## src/rtl/pxl_pkg.sv

```systemverilog
package pxl_pkg;
    localparam int LANE_CNT  = 4;
    localparam int SLOT_CNT  = 7;
    localparam int GAP_MAX   = 16;
    localparam int GOOD_REQ  = 4;

    // marker for the forwarded clock: two high slots at each end, low between
    function automatic logic [31:0] marker_bits(input int width);
        logic [31:0] m;
        m = '0;
        for (int i = 0; i < width; i++) begin
            m[i] = (i >= width - 2) || (i < 2);
        end
        return m;
    endfunction
endpackage

```

## src/rtl/pxl_clk_watch.sv

```systemverilog
module pxl_clk_watch #(
    parameter int GAP_LIMIT = 16,
    parameter int GOOD_NEED = 4
) (
    input  logic bit_clk,
    input  logic rst_n,
    input  logic pix_clk,
    input  logic rise_sel,
    output logic cap_stb,
    output logic clk_lost
);
    localparam int GW = $clog2(GAP_LIMIT + 1);
    localparam int CW = $clog2(GOOD_NEED + 1);

    typedef struct packed {
        logic          pix;
        logic [GW-1:0] gap;
        logic [CW-1:0] good;
        logic          lost;
    } watch_t;

    watch_t w_d, w_q;
    logic   rise_w, fall_w;

    always_comb begin
        w_d     = w_q;
        rise_w  = pix_clk & ~w_q.pix;
        fall_w  = ~pix_clk & w_q.pix;
        cap_stb = rise_sel ? rise_w : fall_w;
        w_d.pix = pix_clk;
        if (rise_w) begin
            w_d.gap = '0;
            if (w_q.lost) begin
                if (w_q.gap < GW'(GAP_LIMIT)) begin
                    if (w_q.good == CW'(GOOD_NEED - 1)) begin
                        w_d.lost = 1'b0;
                        w_d.good = '0;
                    end else begin
                        w_d.good = w_q.good + 1'b1;
                    end
                end else begin
                    w_d.good = '0;
                end
            end
        end else if (w_q.gap < GW'(GAP_LIMIT)) begin
            w_d.gap = w_q.gap + 1'b1;
            if (w_q.gap == GW'(GAP_LIMIT - 1)) begin
                w_d.lost = 1'b1;
                w_d.good = '0;
            end
        end
    end

    always_ff @(posedge bit_clk or negedge rst_n) begin
        if (!rst_n) begin
            w_q.pix  <= 1'b0;
            w_q.gap  <= GW'(GAP_LIMIT);
            w_q.good <= '0;
            w_q.lost <= 1'b1;
        end else begin
            w_q <= w_d;
        end
    end

    assign clk_lost = w_q.lost;
endmodule

```

## src/rtl/pxl_capture.sv

```systemverilog
module pxl_capture #(
    parameter int WORD_W = 28
) (
    input  logic              bit_clk,
    input  logic              rst_n,
    input  logic              stb,
    input  logic              run,
    input  logic [WORD_W-1:0] word_in,
    output logic [WORD_W-1:0] word_out,
    output logic              load,
    output logic              tx_en
);
    typedef struct packed {
        logic [WORD_W-1:0] word;
        logic              valid;
        logic              load;
        logic              en;
    } cap_t;

    cap_t c_d, c_q;

    always_comb begin
        c_d = c_q;
        if (!run) begin
            c_d.valid = 1'b0;
            c_d.load  = 1'b0;
            c_d.en    = 1'b0;
        end else begin
            if (stb) begin
                c_d.word  = word_in;
                c_d.valid = 1'b1;
            end
            c_d.load = stb;
            if (c_q.load && c_q.valid) begin
                c_d.en = 1'b1;
            end
        end
    end

    always_ff @(posedge bit_clk or negedge rst_n) begin
        if (!rst_n) begin
            c_q <= '0;
        end else begin
            c_q <= c_d;
        end
    end

    assign word_out = c_q.word;
    assign load     = c_q.load;
    assign tx_en    = c_q.en;
endmodule

```

## src/rtl/pxl_lane_shift.sv

```systemverilog
module pxl_lane_shift #(
    parameter int W = 7
) (
    input  logic         bit_clk,
    input  logic         rst_n,
    input  logic         clear,
    input  logic         load,
    input  logic [W-1:0] par_in,
    output logic         ser_out
);
    logic [W-1:0] sh_d, sh_q;

    always_comb begin
        if (clear) begin
            sh_d = '0;
        end else if (load) begin
            sh_d = par_in;
        end else begin
            sh_d = {sh_q[W-2:0], 1'b0};
        end
    end

    always_ff @(posedge bit_clk or negedge rst_n) begin
        if (!rst_n) begin
            sh_q <= '0;
        end else begin
            sh_q <= sh_d;
        end
    end

    assign ser_out = sh_q[W-1];
endmodule

```

## src/rtl/pxlink_ser.sv

```systemverilog
module pxlink_ser #(
    parameter int LANES     = pxl_pkg::LANE_CNT,
    parameter int SLOT_BITS = pxl_pkg::SLOT_CNT,
    parameter int GAP_LIMIT = pxl_pkg::GAP_MAX,
    parameter int GOOD_NEED = pxl_pkg::GOOD_REQ
) (
    input  logic                         bit_clk,
    input  logic                         rst_n,
    input  logic                         pix_clk,
    input  logic                         pix_clk_ok,
    input  logic                         pwr_dn_n,
    input  logic                         edge_rise_sel,
    input  logic [LANES*SLOT_BITS-1:0]   pix_word,
    output logic [LANES-1:0]             lane_data,
    output logic                         lane_clk
);
    localparam int WORD_W = LANES * SLOT_BITS;
    localparam logic [31:0] MARK_FULL = pxl_pkg::marker_bits(SLOT_BITS);
    localparam logic [SLOT_BITS-1:0] CLK_MARK = MARK_FULL[SLOT_BITS-1:0];

    logic              stb_w, lost_w, run_w, load_w, en_w, clk_ser_w;
    logic [WORD_W-1:0] word_w;
    logic [LANES-1:0]  ser_w;

    assign run_w = pwr_dn_n & pix_clk_ok & ~lost_w;

    pxl_clk_watch #(.GAP_LIMIT(GAP_LIMIT), .GOOD_NEED(GOOD_NEED)) u_watch (
        .bit_clk (bit_clk),
        .rst_n   (rst_n),
        .pix_clk (pix_clk),
        .rise_sel(edge_rise_sel),
        .cap_stb (stb_w),
        .clk_lost(lost_w)
    );

    pxl_capture #(.WORD_W(WORD_W)) u_cap (
        .bit_clk (bit_clk),
        .rst_n   (rst_n),
        .stb     (stb_w),
        .run     (run_w),
        .word_in (pix_word),
        .word_out(word_w),
        .load    (load_w),
        .tx_en   (en_w)
    );

    for (genvar k = 0; k < LANES; k++) begin : g_lane
        pxl_lane_shift #(.W(SLOT_BITS)) u_sh (
            .bit_clk(bit_clk),
            .rst_n  (rst_n),
            .clear  (~run_w),
            .load   (load_w),
            .par_in (word_w[k*SLOT_BITS +: SLOT_BITS]),
            .ser_out(ser_w[k])
        );
    end

    pxl_lane_shift #(.W(SLOT_BITS)) u_clk_sh (
        .bit_clk(bit_clk),
        .rst_n  (rst_n),
        .clear  (~run_w),
        .load   (load_w),
        .par_in (CLK_MARK),
        .ser_out(clk_ser_w)
    );

    assign lane_data = ser_w & {LANES{en_w}};
    assign lane_clk  = clk_ser_w & en_w;
endmodule


```

## config.mk

```make
export PLATFORM = sky130hd
export DESIGN_NAME = pxlink_ser
export DESIGN_NICKNAME = d
export VERILOG_FILES = /design/src/rtl/pxl_pkg.sv /design/src/rtl/pxl_clk_watch.sv /design/src/rtl/pxl_capture.sv /design/src/rtl/pxl_lane_shift.sv /design/src/rtl/pxlink_ser.sv
export SDC_FILE = /design/constraint.sdc
export NUM_CORES = 1
export LEC_CHECK = 0
export BUFFER_PORTS_ARGS = -buffer_cell sky130_fd_sc_hd__buf_4
export CORE_MARGIN = 4
export CORE_UTILIZATION = 28
export DETAILED_ROUTE_END_ITERATION = 7
export HOLD_SLACK_MARGIN = 0.15
export PLACE_DENSITY_LB_ADDON = 0.12
export SYNTH_ARGS = -nofsm -noshare
export SYNTH_HDL_FRONTEND = slang
export SYNTH_SLANG_ARGS = --single-unit
```

## constraint.sdc

```tcl
create_clock -name bit_clk -period 2 [get_ports bit_clk]
set_input_delay 0.3 -clock bit_clk [delete_from_list [all_inputs] [get_ports bit_clk]]
set_output_delay 0.3 -clock bit_clk [all_outputs]
set_load 0.02 [all_outputs]
```

==> impl_metrics.py, run 1 <==
metrics = {
    "clock_network": {
        "path_clk_slew_ps": 60,
        "cts_sinks": 76,
        "insertion_delay_ps": 330,
        "cts_buffer_depth": 2,
        "numCtsBuffers": 9,
        "htree_levels": 3,
        "post_cts_buffers": 0,
        "root_buffer": "clkbuf_16",
        "cts_tree": "built",
    },
    "timing": {
        "fmax_ghz": 0.540,
        "whs_ps": 309,
        "max_slew_margin_pct": 39.4,
        "min_period_ps": 1850,
        "maxSlewViolCount": 0,
        "finalClockSkew_ps": 4.09,
        "final-setup-viol-count": 0,
        "tightest_slew_ps": 909,
        "timing.final.crit_share_pct": 92.6,
        "rsz0062_at_grt": "no",
        "hold_violations": 0,
        "setup_tns_ps": 0,
    },
    "run": {
        "maxCapViolCount": 0,
    },
    "layout": {
        "num-fill-cells": 1311,
        "multiInputGateArea_um2": 1600,
        "syn2layout_area_growth_pct": 20.0,
        "regArea_um2": 1900,
        "nets": 405,
        "antennaDiodeCount": 0,
        "drive_above_1_share_pct": 19.7,
    },
    "die": {
        "die_x_um": 123,
        "rows": 41,
        "core_area_um2": 12800,
        "die-area_um2": 15200,
        "fp.dieH_um": 123,
        "top_level_ports": 39,
        "start_util_pct": 29.0,
    },
    "hold_path": {
        "hold_path_depth": 3,
        "holdPathEnd": "u_cap.word_out[11]",
        "min_from": "pix_word[11]",
        "hold_class": "input port to flop",
    },
    "critical_path": {
        "required_ps": 2250,
        "crit_arrival_ps": 2110,
        "end_kind": "flop",
        "r2r_slack_ps": 250,
        "reg2regPathDepth": 4,
        "r2r-start": "u_watch.w_q[9]",
        "startpoint_type": "input port",
        "cp_max_fo": 14,
        "crit_path_start": "pix_clk",
        "rr_endpoint": "u_cap.word_out[13]",
        "critPathKind": "input port to flop",
    },
    "route": {
        "drc": 0,
        "num_vias": 2931,
        "drtPass1Iterations": 4,
        "drtIter0Drc": 154,
        "avgViaCountPerCell": 5.40,
        "wirelength_um": 9960,
        "ant_nets": 0,
        "routedWlPerCell_um": 18.3,
    },
    "logic_synthesis": {
        "netlist_area_um2": 3710,
        "syn_inst": 337,
        "synth_cell_types": 34,
        "synth-edff-count": 0,
        "async_flop_share_pct": 100,
        "ys_warn_count": 0,
        "synth_seq_cells": 76,
        "yosysSeqAreaShare_pct": 51.3,
        "avgSynthCellArea_um2": 11.0,
        "synthFlopType": "dfrtp_1",
        "synthesis.nets": 374,
    },
    "global_route": {
        "grt_max_degree": 63,
        "antenna_found_initial": 0,
        "grt_overflow_total": 0,
        "grt_pass1_vias": 2884,
        "grt_use_total_pct": 13.7,
        "grt_pass1_wl_um": 16000,
    },
    "pwr": {
        "power.internal_mw": 2.97,
        "combPwrFrac_pct": 14.6,
        "seqPwrFrac_pct": 45.1,
        "p_clk_share_pct": 40.3,
        "p_total_mw": 4.00,
        "p_sw_mw": 1.03,
        "p_leak_nw": 1.86,
        "switching_share_pct": 25.8,
        "power_per_cell_area_nw_per_um2": 899,
        "peakVddDrop_v": 0.000369,
    },
    "outcome": {
        "outcome": "finished clean",
    },
    "placement": {
        "dp_hpwl_um": 5770,
        "portBuffers": 38,
        "gp_congestion": 0.747,
    },
}
==> state kept, by name, indices dropped and copies added, names as in the netlist <==
register,flops
u_cap.word_out,28
g_lane.u_sh.sh_q,28
u_cap.tx_en,1
u_watch.clk_lost,1
u_cap.load,1
u_cap.c_q,1
u_clk_sh.sh_q,7
u_watch.w_q,9
==> placed cells by master, fill, tap and decap left out, drive strengths merged, types with 3 or more instances in the layout <==
cell	synthesis	routed
o21ai	3	3
clkbuf	13	12
buf	22	52
a21oi	33	34
o32a	28	28
nor2b	3	3
and2	6	6
nand2	3	3
dfrtp	74	74
o22ai	28	28
nand2b	3	3
mux2i	26	26
o32ai	28	28
ha	3	3
inv	3	3
nor2	40	40
and3	5	5
nor3b	3	3
==> per-layer routing <==
layer	wire length, um	share of wire (%)	global-route usage (%)	vias to the layer above
li1	-	-	-	1361
met1	4990	50	20.8	1496
met2	4430	44	19.5	65
met3	449	4.5	3.20	9
met4	99	0.99	3.60	0
met5	0	0	0	-
==> worst max-delay path, stage by stage <==
cell and delay [ps]:
dlygate4sd3_1 520, buf_4 120, inv_2 120, a21oi_2 730
o22ai_1 150, a21oi_1 160
==> Yosys cell counts (3+ instances only) <==
cell      count  area [um^2]
buf_6         7         78.8
nor2b_1       3         18.8
and2_1        6         37.5
a21oi_1      32          160
and3_1        5         31.3
o22ai_1      28          175
ha_1          3         37.5
nor2_1       40          150
o32a_1       28          280
buf_2        13         65.1
clkbuf_1     13         48.8
o32ai_1      28          245
nand2_1       3         11.3
nor3b_1       3         22.5
dfrtp_1      74         1850
mux2i_1      26          260
==> how the worst max path moves through the flow <==
stage	end	slack (ps)	cells after the start
5_1_grt	u_cap.word_out[5]	70	6
2_1_floorplan	u_watch.w_q[2]	510	7
4_1_cts	u_cap.word_out[27]	100	6
3_3_place_gp	u_cap.word_out[27]	180	5
3_5_place_dp	u_cap.word_out[19]	180	5
6_report	u_cap.word_out[13]	150	6
==> final cells by class <==
type / count / area share [%]
Multi-Input combinational cell: 224 / 35.8
Tap cell: 172 / 4.83
Inverter: 3 / 0.253
Sequential cell: 76 / 42.8
Timing Repair Buffer: 54 / 9.78
Clock inverter: 2 / 0.787
Clock buffer: 12 / 5.76
==> timing repair <==
| action | in CTS | in global routing |
|---|---|---|
| setup endpoints to repair | 0 | 17 |
| resized for setup | 0 | 0 |
| hold endpoints to repair | 36 | 0 |
| hold buffers | 2 | 0 |
==> cells by family (layout without fill, tap and decap cells) <==
family	count (synthesis)	after routing	share of synthesized area [%]
compound gates	122	123	24.6
xor+xnor	3	3	0.708
fa+ha+maj	3	3	1.01
buf+inv	38	71	5.90
flops	76	76	51.3
mux	27	27	7.32
simple gates	68	68	9.17
==> power by group through the flow <==
stage	logic [mW]	registers [mW]	clock network [mW]
floorplan	0.412	1.79	0
global placement	0.569	1.82	0
detailed placement	0.586	1.83	0
CTS	0.588	1.80	1.65
global route	0.662	1.83	1.71
finish	0.584	1.81	1.61
==> per-stage QoR <==
step / instance area, um^2 / setup WS [ps] / instances / utilization (%)
floorplan: 3710 / 511 / 337 / -
finish: 4450 / 148 / 543 / 34.9
detailed placement: 4130 / 184 / 526 / 32.4
global route: 4450 / 66.3 / 543 / 34.9
CTS: 4440 / 97.0 / 542 / 34.8
global placement: 4130 / 185 / 526 / 32.4
Note: power is estimated with default switching activity, not from simulation.
==> inputs of run 2 (changes only) <==
- BUFFER_PORTS_ARGS: -buffer_cell sky130_fd_sc_hd__buf_4 -> not set
- DONT_BUFFER_PORTS: not set -> 1
- clock period: 2 -> 1.6 ns (I/O delays scaled with it)
==> run 2 against run 1 <==
Via count is 0.72% lower. The run now ends with hold timing left. Critical path type is now flop to flop. Highest routed layer unchanged. Total power increased by 24%. Wire length up 5.6%.
==> impl_metrics.py, run 2 (same netlist as run 1, synthesis figures left out) <==
metrics = {
    "pwr": {
        "p_clk_share_pct": 41.3,
        "switching_share_pct": 24.6,
        "power_per_cell_area_nw_per_um2": 1110,
        "power.internal_mw": 3.74,
        "peakVddDrop_v": 0.000433,
        "seqPwrFrac_pct": 45.2,
        "p_leak_nw": 1.81,
        "combPwrFrac_pct": 13.5,
        "p_sw_mw": 1.22,
        "p_total_mw": 4.96,
    },
    "hold_path": {
        "hold_class": "input port to async pin",
    },
    "route": {
        "num_vias": 2910,
        "ant_nets": 0,
        "wirelength_um": 10500,
        "drtIter0Drc": 241,
        "drc": 0,
        "drtPass1Iterations": 5,
        "avgViaCountPerCell": 5.44,
        "routedWlPerCell_um": 19.7,
    },
    "placement": {
        "dp_slack_ps": -109,
        "gp_congestion": 0.700,
        "portBuffers": 0,
        "place_inst": 490,
        "dp_hpwl_um": 5500,
        "place_area_um2": 3860,
    },
    "run": {
        "maxCapViolCount": 0,
    },
    "critical_path": {
        "cp_max_fo": 29,
        "crit_path_max_incr_delay_ps": 520,
        "end_kind": "flop",
        "slowest_stage": "dfstp_2",
        "required_ps": 1850,
        "critPathKind": "flop to flop",
        "crit_arrival_ps": 1740,
        "path_cells": "nand3b_4 -> buf_6 -> o32a_1 -> o22ai_1 -> a21oi_1",
        "startpoint_type": "flop",
    },
    "clock_network": {
        "cts_tree": "built",
        "cts_sinks": 76,
        "cts_hold_buf": 27,
        "cts_buffer_depth": 2,
        "path_clk_slew_ps": 60,
        "root_buffer": "clkbuf_16",
        "insertion_delay_ps": 330,
        "numCtsBuffers": 9,
        "htree_levels": 3,
    },
    "die": {
        "die_x_um": 123,
        "die-area_um2": 15200,
        "top_level_ports": 39,
        "core_area_um2": 12800,
        "fp.dieH_um": 123,
        "rows": 41,
        "start_util_pct": 29.0,
    },
    "timing": {
        "fmax_ghz": 0.671,
        "tightest_slew_ps": 598,
        "setup_slack_ps": 109,
        "hold_violations": 76,
        "finalClockSkew_ps": 6.41,
        "maxSlewViolCount": 0,
        "min_period_ps": 1490,
        "final-setup-viol-count": 0,
        "whs_ps": -397,
        "rsz0062_at_grt": "no",
        "timing.final.crit_share_pct": 93.2,
        "max_slew_margin_pct": 60.0,
    },
    "layout": {
        "num-fill-cells": 1285,
        "antennaDiodeCount": 0,
        "multiInputGateArea_um2": 1620,
        "stdcell_area_um2": 4470,
        "regArea_um2": 1900,
        "drive_above_1_share_pct": 10.5,
        "layout_commonest_cell": "dfrtp_1",
        "final_cell_mix": "74 x dfrtp_1, 40 x nor2_1, 32 x a21oi_1",
        "syn2layout_area_growth_pct": 20.5,
        "nets": 395,
        "stdcell_count": 535,
    },
    "global_route": {
        "grt_use_total_pct": 14.6,
        "antenna_found_initial": 0,
        "grt_overflow_total": 0,
        "grt_max_degree": 77,
        "grt_pass1_vias": 2918,
        "grt_pass1_wl_um": 16800,
    },
    "outcome": {
        "violations": "hold timing",
        "outcome": "finished with violations",
    },
}
[run 2: critical path, delay by kind of cell (launching register included)]
kind	cells	cell delay, ps
and+or+nand+nor	1	200
DFF	1	520
AOI/OAI and AO/OA	3	410
buffers and inverters	1	270
[run 2: path summary, 6_finish.rpt]
| check | startpoint | depth (start not counted) | end | slack [ps] |
|---|---|---|---|---|
| min in group bit_clk | pix_word[2] | 2 | u_cap.word_out[2] | 170 |
| worst min-delay path | rst_n | 0 | g_lane[0].u_sh.sh_q[6] | -400 |
| max in group asynchronous | rst_n | 0 | u_watch.clk_lost | 1780 |
| worst max register to register | u_watch.clk_lost | 5 | u_cap.word_out[24] | 110 |
| worst max-delay path | u_watch.clk_lost | 5 | u_cap.word_out[24] | 110 |
| worst min register to register | u_clk_sh.sh_q[5] | 2 | u_clk_sh.sh_q[6] | 460 |
[run 2: power groups by stage]
stage | combinational (mW) | clock (mW) | sequential (mW)
floorplan | 0.515 | 0 | 2.24
global placement | 0.588 | 0 | 2.27
detailed placement | 0.599 | 0 | 2.27
CTS | 0.666 | 2.12 | 2.24
global route | 0.752 | 2.21 | 2.27
finish | 0.670 | 2.05 | 2.24
[run 2: per-layer routing]
metal | vias to the layer above | global-route usage [%] | part of all wire (%)
met4 | 0 | 4.36 | 0.74
met1 | 1455 | 21.0 | 47
met3 | 8 | 3.80 | 5.5
li1 | 1351 | - | -
met2 | 96 | 21.5 | 47
met5 | - | 0 | 0
[run 2: per-stage QoR]
| stage | TNS (ps) | util, % |
|---|---|---|
| global route | 0 | 35.0 |
| finish | 0 | 35.0 |
| global placement | -1450 | 30.2 |
| floorplan | 0 | - |
| CTS | 0 | 34.8 |
| detailed placement | -2110 | 30.2 |
[run 2: repair_timing]
action / in CTS / in global routing
hold endpoints to repair: 103 / 76
gates resized for setup: 1 / 4
pin swaps: 0 / 1
buffers inserted: 0 / 0
cloned: 1 / 1
endpoints found under the setup margin: 28 / 27
[run 2: final cells by class]
class	count	share of cell area, %
sequential	76	42.6
clock inverter	1	0.672
clock buffer	15	5.99
tap	172	4.81
multi-input combinational	225	36.2
inverter	3	0.252
timing repair buffer	43	9.46
